File: config.mk
export PLATFORM = sky130hd
export DESIGN_NAME = onecycle_core
export DESIGN_NICKNAME = d
export VERILOG_FILES = /design/src/rtl/onecycle_pkg.sv /design/src/rtl/onecycle_regfile.sv /design/src/rtl/onecycle_decode.sv /design/src/rtl/onecycle_alu.sv /design/src/rtl/onecycle_nextpc.sv /design/src/rtl/onecycle_core.sv
export SDC_FILE = /design/constraint.sdc
export NUM_CORES = 2
export LEC_CHECK = 0
export BUFFER_PORTS_ARGS = -buffer_cell sky130_fd_sc_hd__buf_2
export CORE_MARGIN = 2
export CORE_UTILIZATION = 49
export CTS_BUF_LIST = sky130_fd_sc_hd__clkbuf_4 sky130_fd_sc_hd__clkbuf_8
export DETAILED_ROUTE_END_ITERATION = 12
export PLACE_DENSITY = 0.65
export SYNTH_ARGS = -nofsm -noshare
export SYNTH_HDL_FRONTEND = slang
export SYNTH_HIERARCHICAL = 1
export SYNTH_SLANG_ARGS = --single-unit
File: constraint.sdc
create_clock -name clk -period 11.2 [get_ports clk]
set_input_delay 2.24 -clock clk [delete_from_list [all_inputs] [get_ports clk]]
set_output_delay 2.24 -clock clk [all_outputs]
set_load 0.005 [all_outputs]
File: src/rtl/onecycle_pkg.sv
package onecycle_pkg;
  localparam int XLEN   = 32;
  localparam int RSEL_W = 5;
  localparam int IMM_W  = 16;

  localparam logic [5:0] OP_RTYPE = 6'h00;
  localparam logic [5:0] OP_JUMP  = 6'h02;
  localparam logic [5:0] OP_BEQ   = 6'h04;
  localparam logic [5:0] OP_ORI   = 6'h0D;
  localparam logic [5:0] OP_LOAD  = 6'h23;
  localparam logic [5:0] OP_STORE = 6'h2B;
  localparam logic [5:0] FN_ADD   = 6'h20;

  typedef enum logic [1:0] {
    ALU_ADD = 2'd0,
    ALU_SUB = 2'd1,
    ALU_OR  = 2'd2
  } alu_op_e;

  typedef struct packed {
    logic    reg_write;
    logic    dst_rd;
    logic    src_imm;
    logic    imm_zext;
    logic    mem_to_reg;
    logic    mem_write;
    logic    branch;
    logic    jump;
    alu_op_e alu_op;
  } ctrl_t;
endpackage

File: src/rtl/onecycle_regfile.sv
module onecycle_regfile #(
  parameter int W     = 32,
  parameter int SEL_W = 5
) (
  input  logic             clk,
  input  logic             we,
  input  logic [SEL_W-1:0] wsel,
  input  logic [W-1:0]     wdata,
  input  logic [SEL_W-1:0] asel,
  input  logic [SEL_W-1:0] bsel,
  output logic [W-1:0]     adata,
  output logic [W-1:0]     bdata
);
  localparam int DEPTH = 1 << SEL_W;

  logic [W-1:0] regs [DEPTH];

  // Array without reset so it maps onto distributed RAM.
  always_ff @(posedge clk) begin
    if (we && (wsel != '0)) regs[wsel] <= wdata;
  end

  assign adata = (asel == '0) ? '0 : regs[asel];
  assign bdata = (bsel == '0) ? '0 : regs[bsel];
endmodule

File: src/rtl/onecycle_decode.sv
module onecycle_decode
  import onecycle_pkg::*;
(
  input  logic [5:0] opcode,
  input  logic [4:0] shamt,
  input  logic [5:0] funct,
  output ctrl_t      ctrl
);
  always_comb begin
    ctrl = '0;
    case (opcode)
      OP_RTYPE: begin
        if ((funct == FN_ADD) && (shamt == '0)) begin
          ctrl.reg_write = 1'b1;
          ctrl.dst_rd    = 1'b1;
          ctrl.alu_op    = ALU_ADD;
        end
      end
      OP_ORI: begin
        ctrl.reg_write = 1'b1;
        ctrl.src_imm   = 1'b1;
        ctrl.imm_zext  = 1'b1;
        ctrl.alu_op    = ALU_OR;
      end
      OP_LOAD: begin
        ctrl.reg_write  = 1'b1;
        ctrl.src_imm    = 1'b1;
        ctrl.mem_to_reg = 1'b1;
        ctrl.alu_op     = ALU_ADD;
      end
      OP_STORE: begin
        ctrl.mem_write = 1'b1;
        ctrl.src_imm   = 1'b1;
        ctrl.alu_op    = ALU_ADD;
      end
      OP_BEQ: begin
        ctrl.branch = 1'b1;
        ctrl.alu_op = ALU_SUB;
      end
      OP_JUMP: begin
        ctrl.jump = 1'b1;
      end
      default: ;
    endcase
  end
endmodule

File: src/rtl/onecycle_alu.sv
module onecycle_alu
  import onecycle_pkg::*;
#(
  parameter int W = 32
) (
  input  logic [W-1:0] a,
  input  logic [W-1:0] b,
  input  alu_op_e      op,
  output logic [W-1:0] y,
  output logic         zero
);
  always_comb begin
    case (op)
      ALU_ADD: y = a + b;
      ALU_SUB: y = a - b;
      ALU_OR:  y = a | b;
      default: y = '0;
    endcase
  end

  assign zero = (y == '0);
endmodule

File: src/rtl/onecycle_nextpc.sv
module onecycle_nextpc #(
  parameter int W     = 32,
  parameter int IMM_W = 16,
  parameter int TGT_W = 26
) (
  input  logic [W-1:0]     pc,
  input  logic [IMM_W-1:0] imm,
  input  logic [TGT_W-1:0] target,
  input  logic             branch,
  input  logic             jump,
  input  logic             zero,
  output logic [W-1:0]     pc_next
);
  localparam int HI_W = W - TGT_W - 2;

  logic [W-1:0] pc_seq;
  logic [W-1:0] pc_br;
  logic [W-1:0] pc_jmp;

  assign pc_seq = pc + W'(4);
  assign pc_br  = pc_seq + {{(W-IMM_W-2){imm[IMM_W-1]}}, imm, 2'b00};
  assign pc_jmp = {pc_seq[W-1 -: HI_W], target, 2'b00};

  always_comb begin
    if (jump)                 pc_next = pc_jmp;
    else if (branch && zero)  pc_next = pc_br;
    else                      pc_next = pc_seq;
  end
endmodule

File: src/rtl/onecycle_core.sv
module onecycle_core
  import onecycle_pkg::*;
#(
  parameter logic [31:0] RESET_PC = 32'h0000_0000
) (
  input  logic        clk,
  input  logic        rst,
  output logic [31:0] imem_addr,
  input  logic [31:0] imem_instr,
  output logic [31:0] dmem_addr,
  output logic [31:0] dmem_wdata,
  output logic        dmem_we,
  input  logic [31:0] dmem_rdata
);
  localparam int EXT_W = XLEN - IMM_W;

  logic [XLEN-1:0]   pc_q;
  logic [XLEN-1:0]   pc_next;
  logic [XLEN-1:0]   rs_val;
  logic [XLEN-1:0]   rt_val;
  logic [XLEN-1:0]   imm_ext;
  logic [XLEN-1:0]   alu_b;
  logic [XLEN-1:0]   alu_y;
  logic [XLEN-1:0]   wb_data;
  logic              alu_zero;
  logic              rf_we;
  logic [RSEL_W-1:0] dst_sel;
  ctrl_t             ctrl;

  onecycle_decode u_dec (
    .opcode (imem_instr[31:26]),
    .shamt  (imem_instr[10:6]),
    .funct  (imem_instr[5:0]),
    .ctrl   (ctrl)
  );

  assign dst_sel = ctrl.dst_rd ? imem_instr[15:11] : imem_instr[20:16];
  assign rf_we   = ctrl.reg_write & ~rst;

  onecycle_regfile #(.W(XLEN), .SEL_W(RSEL_W)) u_rf (
    .clk   (clk),
    .we    (rf_we),
    .wsel  (dst_sel),
    .wdata (wb_data),
    .asel  (imem_instr[25:21]),
    .bsel  (imem_instr[20:16]),
    .adata (rs_val),
    .bdata (rt_val)
  );

  assign imm_ext = ctrl.imm_zext ? {{EXT_W{1'b0}}, imem_instr[15:0]}
                                 : {{EXT_W{imem_instr[15]}}, imem_instr[15:0]};
  assign alu_b   = ctrl.src_imm ? imm_ext : rt_val;

  onecycle_alu #(.W(XLEN)) u_alu (
    .a    (rs_val),
    .b    (alu_b),
    .op   (ctrl.alu_op),
    .y    (alu_y),
    .zero (alu_zero)
  );

  assign wb_data = ctrl.mem_to_reg ? dmem_rdata : alu_y;

  onecycle_nextpc #(.W(XLEN), .IMM_W(IMM_W), .TGT_W(26)) u_npc (
    .pc      (pc_q),
    .imm     (imem_instr[15:0]),
    .target  (imem_instr[25:0]),
    .branch  (ctrl.branch),
    .jump    (ctrl.jump),
    .zero    (alu_zero),
    .pc_next (pc_next)
  );

  always_ff @(posedge clk) begin
    if (rst) pc_q <= RESET_PC;
    else     pc_q <= pc_next;
  end

  assign imem_addr  = pc_q;
  assign dmem_addr  = alu_y;
  assign dmem_wdata = rt_val;
  assign dmem_we    = ctrl.mem_write & ~rst;

  AST_PC_WORD_ALIGNED: assert property (@(posedge clk) disable iff (rst)
    pc_q[1:0] == 2'b00);

  AST_SEQ_ADVANCE: assert property (@(posedge clk) disable iff (rst)
    !(ctrl.branch || ctrl.jump) |=> pc_q == $past(pc_q) + 32'd4);

  AST_BEQ_TAKEN_EQUAL: assert property (@(posedge clk) disable iff (rst)
    (ctrl.branch && alu_zero) |-> rs_val == rt_val);

  AST_ORI_UPPER_KEPT: assert property (@(posedge clk) disable iff (rst)
    (rf_we && ctrl.imm_zext) |-> wb_data[31:16] == rs_val[31:16]);

  AST_SINGLE_EFFECT: assert property (@(posedge clk) disable iff (rst)
    $onehot0({ctrl.reg_write, ctrl.mem_write, ctrl.branch, ctrl.jump}));
endmodule

Word-level counts from Yosys, hierarchy flattened
Memory sizes are Yosys's and may differ from the RTL's.
Cells that the tools add are included.
{"block": "classes", "bitwise": 4, "reduce_logical": 13, "n_eq_ne": 8, "n_addsub": 4, "muxes": 21}
{"op": "2-to-1 mux 32 bit", "count": 7}
{"op": "case mux 32 bit (3 select lines)", "count": 1}
{"op": "adder 32 bit", "count": 2}
{"op": "adder 32 x 3 -> 32 bit, second input constant", "count": 1}
{"op": "logical NOT 32 bit", "count": 1}
{"op": "OR 32 bit", "count": 1}
{"op": "subtractor 32 bit", "count": 1}
{"op": "== test 6 bit, second input constant", "count": 3}
{"op": "logical NOT 5 bit", "count": 3}
{"op": "2-to-1 mux 1 bit", "count": 9}
{"op": "== test 6 x 2 -> 1 bit, second input constant", "count": 1}
{"op": "== test 6 x 3 -> 1 bit, second input constant", "count": 1}
{"op": "== test 6 x 4 -> 1 bit, second input constant", "count": 1}
{"op": "logical NOT 6 bit", "count": 1}
{"op": "2-to-1 mux 5 bit", "count": 1}
{"op": "nonzero test 5 bit", "count": 1}
{"op": "case mux 2 bit (2 select lines)", "count": 1}
{"op": "OR reduction 2 bit", "count": 2}
{"op": "logical AND 1 bit", "count": 3}
{"op": "OR reduction 3 bit", "count": 1}
{"op": "bitwise AND 1 bit", "count": 2}
{"op": "== test 2 x 1 -> 1 bit, second input constant", "count": 1}
{"op": "== test 2 bit, second input constant", "count": 1}
{"op": "logical NOT 2 bit", "count": 1}
{"op": "other kinds (3)", "count": 3}
{"block": "word_totals", "memories": 1, "inputBits": 66, "wordCells": 53, "out_inout_bits": 97, "ram_bits": 1024, "ff_bits": 32}
{"memory": "u_rf.regs", "depth": 32, "word_bits": 32, "read_ports": 2, "rd_ports_with_merged_regs": 0, "wr": 1, "line_no": "onecycle_regfile.sv:16", "rtl": "logic [W-1:0] regs [DEPTH];"}

Longest topological paths before layout
{"block": "logic_depth", "ltp_word": 10, "mapped_depth": 34, "ltp_nobuf": 29}

Cells and area by module
Netlist, hierarchy kept.
{"module": "onecycle_regfile", "n_inst": 1, "area_per_inst_um2": 47929.7, "seq_area_each_um2": 30749.5, "cells_each": 2564}
{"module": "onecycle_alu", "n_inst": 1, "area_per_inst_um2": 3427.0, "seq_area_each_um2": 0.0, "cells_each": 536}
{"module": "onecycle_nextpc", "n_inst": 1, "area_per_inst_um2": 2766.4, "seq_area_each_um2": 0.0, "cells_each": 409}
{"module": "onecycle_core", "n_inst": 1, "area_per_inst_um2": 1899.3, "seq_area_each_um2": 640.6, "cells_each": 164}
{"module": "onecycle_decode", "n_inst": 1, "area_per_inst_um2": 173.9, "seq_area_each_um2": 0.0, "cells_each": 25}

Worst setup path after synthesis
Ideal clock, no wire load.
{"block": "synth_timing", "path_type": "in2out", "startpoint": "in imem_instr[16]", "endpoint": "out dmem_addr[31]", "slack_ns": 1.489, "t_required_ns": 8.960, "cell_stages": 23, "path_buffers": 4, "arrival_time_ns": 7.471, "cell_sequence": "buf_6 > buf_6 > buf_2 > mux4_2 > a221oi_2 > a211oi_1 > mux2_4 > nor4_1 > nand2b_1 > nor3_1 > nand3b_1 > or2_2 > o41ai_1 > xor2_1 > ha_1 > clkbuf_1 > nand2_1 > or3_1 > o211ai_1 > nand4_1 > and3_2 > or2_0 > o211a_1"}
{"block": "synth_between", "elab_chain_len": 5, "elab_cells_between_ends": 8, "classes_between": "2 x add/sub; 3 x mux; 1 x bitwise; 1 x reduce/logical; 1 x memory"}
{"element": "from (decl)", "line_no": "onecycle_core.sv:9", "rtl": "input logic [31:0] imem_instr,"}
{"element": "memory read (32 x 32 bit) or logical NOT 5 bit (tied branches)"}
{"element": "2-to-1 mux 32 bit *", "line_no": "onecycle_regfile.sv:24", "rtl": "assign bdata = (bsel == '0) ? '0 : regs[bsel];"}
{"element": "net dmem_wdata[4]", "line_no": "onecycle_core.sv:11", "rtl": "output logic [31:0] dmem_wdata,"}
{"element": "2-to-1 mux 32 bit *", "line_no": "onecycle_core.sv:53", "rtl": "assign alu_b = ctrl.src_imm ? imm_ext : rt_val;"}
{"element": "net alu_b[4]", "line_no": "onecycle_core.sv:22", "rtl": "logic [XLEN-1:0] alu_b;"}
{"element": "subtractor 32 bit or adder 32 bit (tied branches)", "line_no": "onecycle_alu.sv:15, onecycle_alu.sv:14"}
{"element": "case mux 32 bit (3 select lines) *", "line_no": "onecycle_alu.sv:13", "rtl": "case (op)"}
{"element": "to (decl)", "line_no": "onecycle_core.sv:10", "rtl": "output logic [31:0] dmem_addr,"}
Mark *: on every way through the listed nets, which the timed path passes. The rest lies on a longest branch.

Worst setup path in the final report
{"block": "layout_timing", "startpoint": "in imem_instr[18]", "endpoint": "out dmem_addr[31]"}
{"block": "layout_between", "elab_chain_len": 5, "elab_cells_between_ends": 8, "classes_between": "2 x add/sub; 3 x mux; 1 x bitwise; 1 x reduce/logical; 1 x memory"}
{"element": "memory read (32 x 32 bit) or logical NOT 5 bit (tied branches)"}
{"element": "2-to-1 mux 32 bit *", "line_no": "onecycle_regfile.sv:24"}
{"element": "2-to-1 mux 32 bit *", "line_no": "onecycle_core.sv:53"}
{"element": "net alu_b[14]", "line_no": "onecycle_core.sv:22"}
{"element": "subtractor 32 bit or adder 32 bit (tied branches)", "line_no": "onecycle_alu.sv:15, onecycle_alu.sv:14"}
{"element": "case mux 32 bit (3 select lines) *", "line_no": "onecycle_alu.sv:13"}
Marked as above.

==> flow_summary.rst <==
.. list-table::
   :header-rows: 1

   * - Metric
     - Value
   * - Run status
     - complete, but fails checks
   * - Violated checks
     - capacitance limit, slew limit
   * - Clock H-tree levels
     - 4
   * - Share of layout cells above drive strength 1
     - 28.1%
   * - Routability congestion estimate from global placement
     - 0.943
   * - Worst min-delay path category
     - flip-flop to flip-flop
   * - Total of endpoints with negative setup slack in the final report
     - 0
   * - Met2 track utilization from global routing
     - 48.8%
   * - Crit path DAT
     - 8820 ps
   * - Routed vias
     - 39100
   * - Final max-slew violation count
     - 3
   * - Starting density of the core
     - 49.3%
   * - Slew at the pin with the worst max-slew slack
     - 1610 ps
   * - Source of the worst register-to-register timing path
     - u_rf/regs[14][5]
   * - Antenna violation net count after detailed routing
     - 0
   * - Routed WL
     - 195000 um
   * - Clk buf depth
     - 3
   * - Clock Latency Late Sink
     - 890 ps
   * - Vias per cell
     - 6.93
   * - Number of synthesized register bits
     - 1056
   * - Clock slew at the register clock pins of the worst setup and hold paths
     - 50 ps
   * - Post-Synthesis Mean Instance Area
     - 15.2 um2
   * - Max Cap Violations
     - 1
   * - Power density over cell area
     - 168 nW/um2
   * - Source of the critical timing path
     - imem_instr[18]
   * - Async SR Flop Fraction
     - 0%
   * - Die Y
     - 343 um
   * - Detailed placer's ending HPWL
     - 119000 um
   * - First-pass GRT wire length
     - 272000 um
   * - Rows
     - 124
   * - Most Crowded Layer GR
     - met2
   * - Chip width
     - 343 um
   * - Final sum of negative setup slack
     - 0 ps
   * - Start point of the worst min-delay path
     - imem_addr[1]
   * - Clock network power share
     - 31.1%
   * - Area of the core region
     - 114000 um2
   * - Place WS
     - 205 ps
   * - Slew Limit Headroom
     - -7.73%
   * - Number of flops mapped to enable cells by yosys
     - 1024
   * - Top fanout value on the critical path
     - 48
   * - Min cycle time layout
     - 11060 ps
   * - Combinational share of power
     - 21.5%
   * - Grt ovf
     - 0
   * - Met1 track utilization from global routing
     - 44.3%
   * - Layout overhead on the synthesized area
     - 12.0%
   * - Number of buffers added by the clock tree synthesis step
     - 172
   * - Part of the Yosys area used for sequential elements
     - 55.9%
   * - Clock Root Buffer
     - clkbuf_8
   * - I/O pin count
     - 163
   * - Via count of the first global-routing pass
     - 37400
   * - TritonCTS clock tree
     - built
   * - Number of failing hold endpoints at the final stage
     - 0
   * - Post-Route Skew
     - 63.4 ps
   * - Total routing usage reported by global routing
     - 32.8%
   * - Startpoint types
     - primary input
   * - Highest achievable clock rate
     - 90.4 MHz
   * - Unrepaired setup endpoints after global routing
     - no
   * - Clock tree sinks
     - 1056
   * - Global-route met3 utilization
     - 10.2%
   * - Worst ir drop on vdd
     - 0.103 mV
   * - Sw Share
     - 30.1%
   * - Final-stage net count
     - 4129
   * - Final worst setup slack
     - 144 ps
   * - Number of different library cells in the post-synthesis netlist
     - 100
   * - Pin count of the biggest net entering global routing
     - 98
   * - Antenna violations before repair
     - 10
   * - Static leakage power
     - 21.7 nW
   * - Summed instance area of the synthesized netlist
     - 56200 um2
   * - TritonRoute pass-1 iters
     - 6
   * - Die Footprint
     - 117000 um2
   * - Internal power
     - 7.38 mW
   * - Fill count
     - 9024
   * - Share of the clock period used by the worst path after layout
     - 98.7%
   * - Cell count after synthesis
     - 3698
   * - Data required time at the worst endpoint
     - 8960 ps
   * - DRC marker count from the first detailed-route iteration
     - 6160
   * - Main synth FF type
     - edfxtp_1
   * - Post-detailed-route DRC marker count
     - 0
   * - Category of the most critical setup path
     - primary input to primary output
   * - Sequential share of power
     - 47.4%
   * - Critical path endpoint category
     - primary output
   * - P_sw
     - 3.18 mW
   * - Mean routed wirelength per cell
     - 34.5 um
   * - Number of buffers added on ports
     - 162
   * - Yosys warning total
     - 6
-- layout make-up --
type | count | area (um2) | area share [%]
timing repair buffer | 358 | 2530 | 4.03
inverter | 56 | 211 | 0.336
sequential | 1056 | 31400 | 49.9
tap | 1512 | 1890 | 3.01
clock inverter | 89 | 593 | 0.943
multi-input combinational | 2347 | 23600 | 37.5
antenna | 2 | 5.00 | 0.00796
clock buffer | 216 | 2700 | 4.30
-- final timing paths --
check                           cells past startpoint  slack (ps)            end
worst max register to register                     29        3030   imem_addr[6]
worst min-delay path                                2         580   imem_addr[1]
worst min register to register                      2         580   imem_addr[1]
worst max-delay path                               25         140  dmem_addr[31]
-- critical path: stages --
cell	delay [ps]
buf_8	170
buf_12	340
nor2b_4	770
buf_12	380
a21oi_1	160
a211oi_1	1260
mux2_4	410
nor4_4	70
or4b_4	240
nor2_1	60
nand2_1	110
nor2_1	70
a21oi_1	180
xnor2_1	140
ha_1	300
a211oi_1	280
o31a_1	160
o21ai_0	90
a221oi_1	270
a21boi_0	230
buf_4	160
a21oi_2	60
or2_0	230
o211a_1	240
buf_2	130
-- cells in the final DEF (no fill, tap or decap), drive strengths merged, types with 34 or more instances in the layout --
cell and instances:
edfxtp 1024, buf 358, mux4 352, mux2i 326
clkbuf 216, nand2 170, nor2 143, o21ai 137
a21oi 128, mux2 123, nor2b 84, a211oi 80
clkinv 76, ha 70, a22oi 68, o221ai 66
a221oi 62, inv 61, xnor2 60, nand4 55
a311oi 37, xor2 34
-- cells in the mapped netlist (8+ instances only) --
library cell / instances / share of area [%]
a21oi_1: 127 / 1.1
xor2_1: 34 / 0.53
clkbuf_1: 133 / 0.89
buf_2: 56 / 0.50
a21o_1: 22 / 0.29
a31oi_1: 10 / 0.11
nand3_1: 26 / 0.23
nand3b_1: 9 / 0.12
inv_1: 54 / 0.36
or3_1: 21 / 0.23
o21a_1: 20 / 0.27
a221oi_2: 20 / 0.53
mux2i_1: 326 / 5.8
o221ai_1: 66 / 1.0
and2_1: 8 / 0.089
o21ai_0: 130 / 1.2
ha_1: 70 / 1.6
mux2_4: 44 / 1.2
o21bai_1: 11 / 0.15
a211oi_1: 78 / 1.0
mux2_2: 79 / 1.6
nor4_1: 9 / 0.10
nor2b_1: 84 / 0.94
buf_6: 16 / 0.32
xnor2_1: 60 / 0.94
dfxtp_1: 32 / 1.1
nor2_1: 142 / 0.95
buf_4: 52 / 0.69
mux4_1: 54 / 2.5
a22oi_1: 68 / 0.91
nor3_1: 30 / 0.27
o2111ai_1: 12 / 0.19
o31ai_1: 16 / 0.21
o211ai_1: 9 / 0.12
mux4_2: 298 / 12
nand4_1: 55 / 0.61
a221oi_1: 42 / 0.65
a311oi_1: 37 / 0.58
edfxtp_1: 1024 / 55
nand2_1: 169 / 1.1
-- power by group through the flow --
stage	logic [mW]	clock network, mW	registers (mW)
after floorplan	1.27	0	5.07
after global placement	2.18	0	5.08
after detailed placement	2.19	0	5.08
after CTS	2.20	3.30	5.00
after global routing	2.39	3.48	5.01
final	2.27	3.28	5.00
-- registers in the layout, indices dropped and copies added (netlist names) --
register	flops
imem_addr	32
u_rf/regs	1024
-- through the flow --
stage               total power, mW  hold WS, ps  util, %  cell area, um2  std cells
floorplan                      6.34          569        -           56300       3729
global placement               7.26          565     52.2           59600       5328
detailed placement             7.27          575     52.2           59600       5328
CTS                            10.5          583     55.1           62900       5633
global route                   10.9          613     55.2           62900       5635
finish                         10.6          579     55.2           62900       5636
-- timing repair --
action / in CTS / in global routing
endpoints found under the hold margin: 0 / 0
setup endpoints to repair: 0 / 5
hold buffers: 0 / 0
resized for setup: 0 / 8
setup buffers: 0 / 1
-- metal layers --
| layer | up-vias | wire [um] |
|---|---|---|
| li1 | 15800 | - |
| met1 | 19700 | 71900 |
| met2 | 2899 | 85600 |
| met3 | 577 | 27300 |
| met4 | 8 | 9860 |
| met5 | - | 46 |
-- cells by family after synthesis --
logic type	Yosys count	share of synthesized area, %
AOI/OAI and AO/OA	728	9.30
muxes	801	23.0
DFF	1056	55.9
other	1	0.00667
buffers and inverters	326	3.02
adders and majority gates	72	1.63
and+or+nand+nor	620	5.69
xor gates and xnor gates	94	1.47
Note: power is estimated with default switching activity, not from simulation.
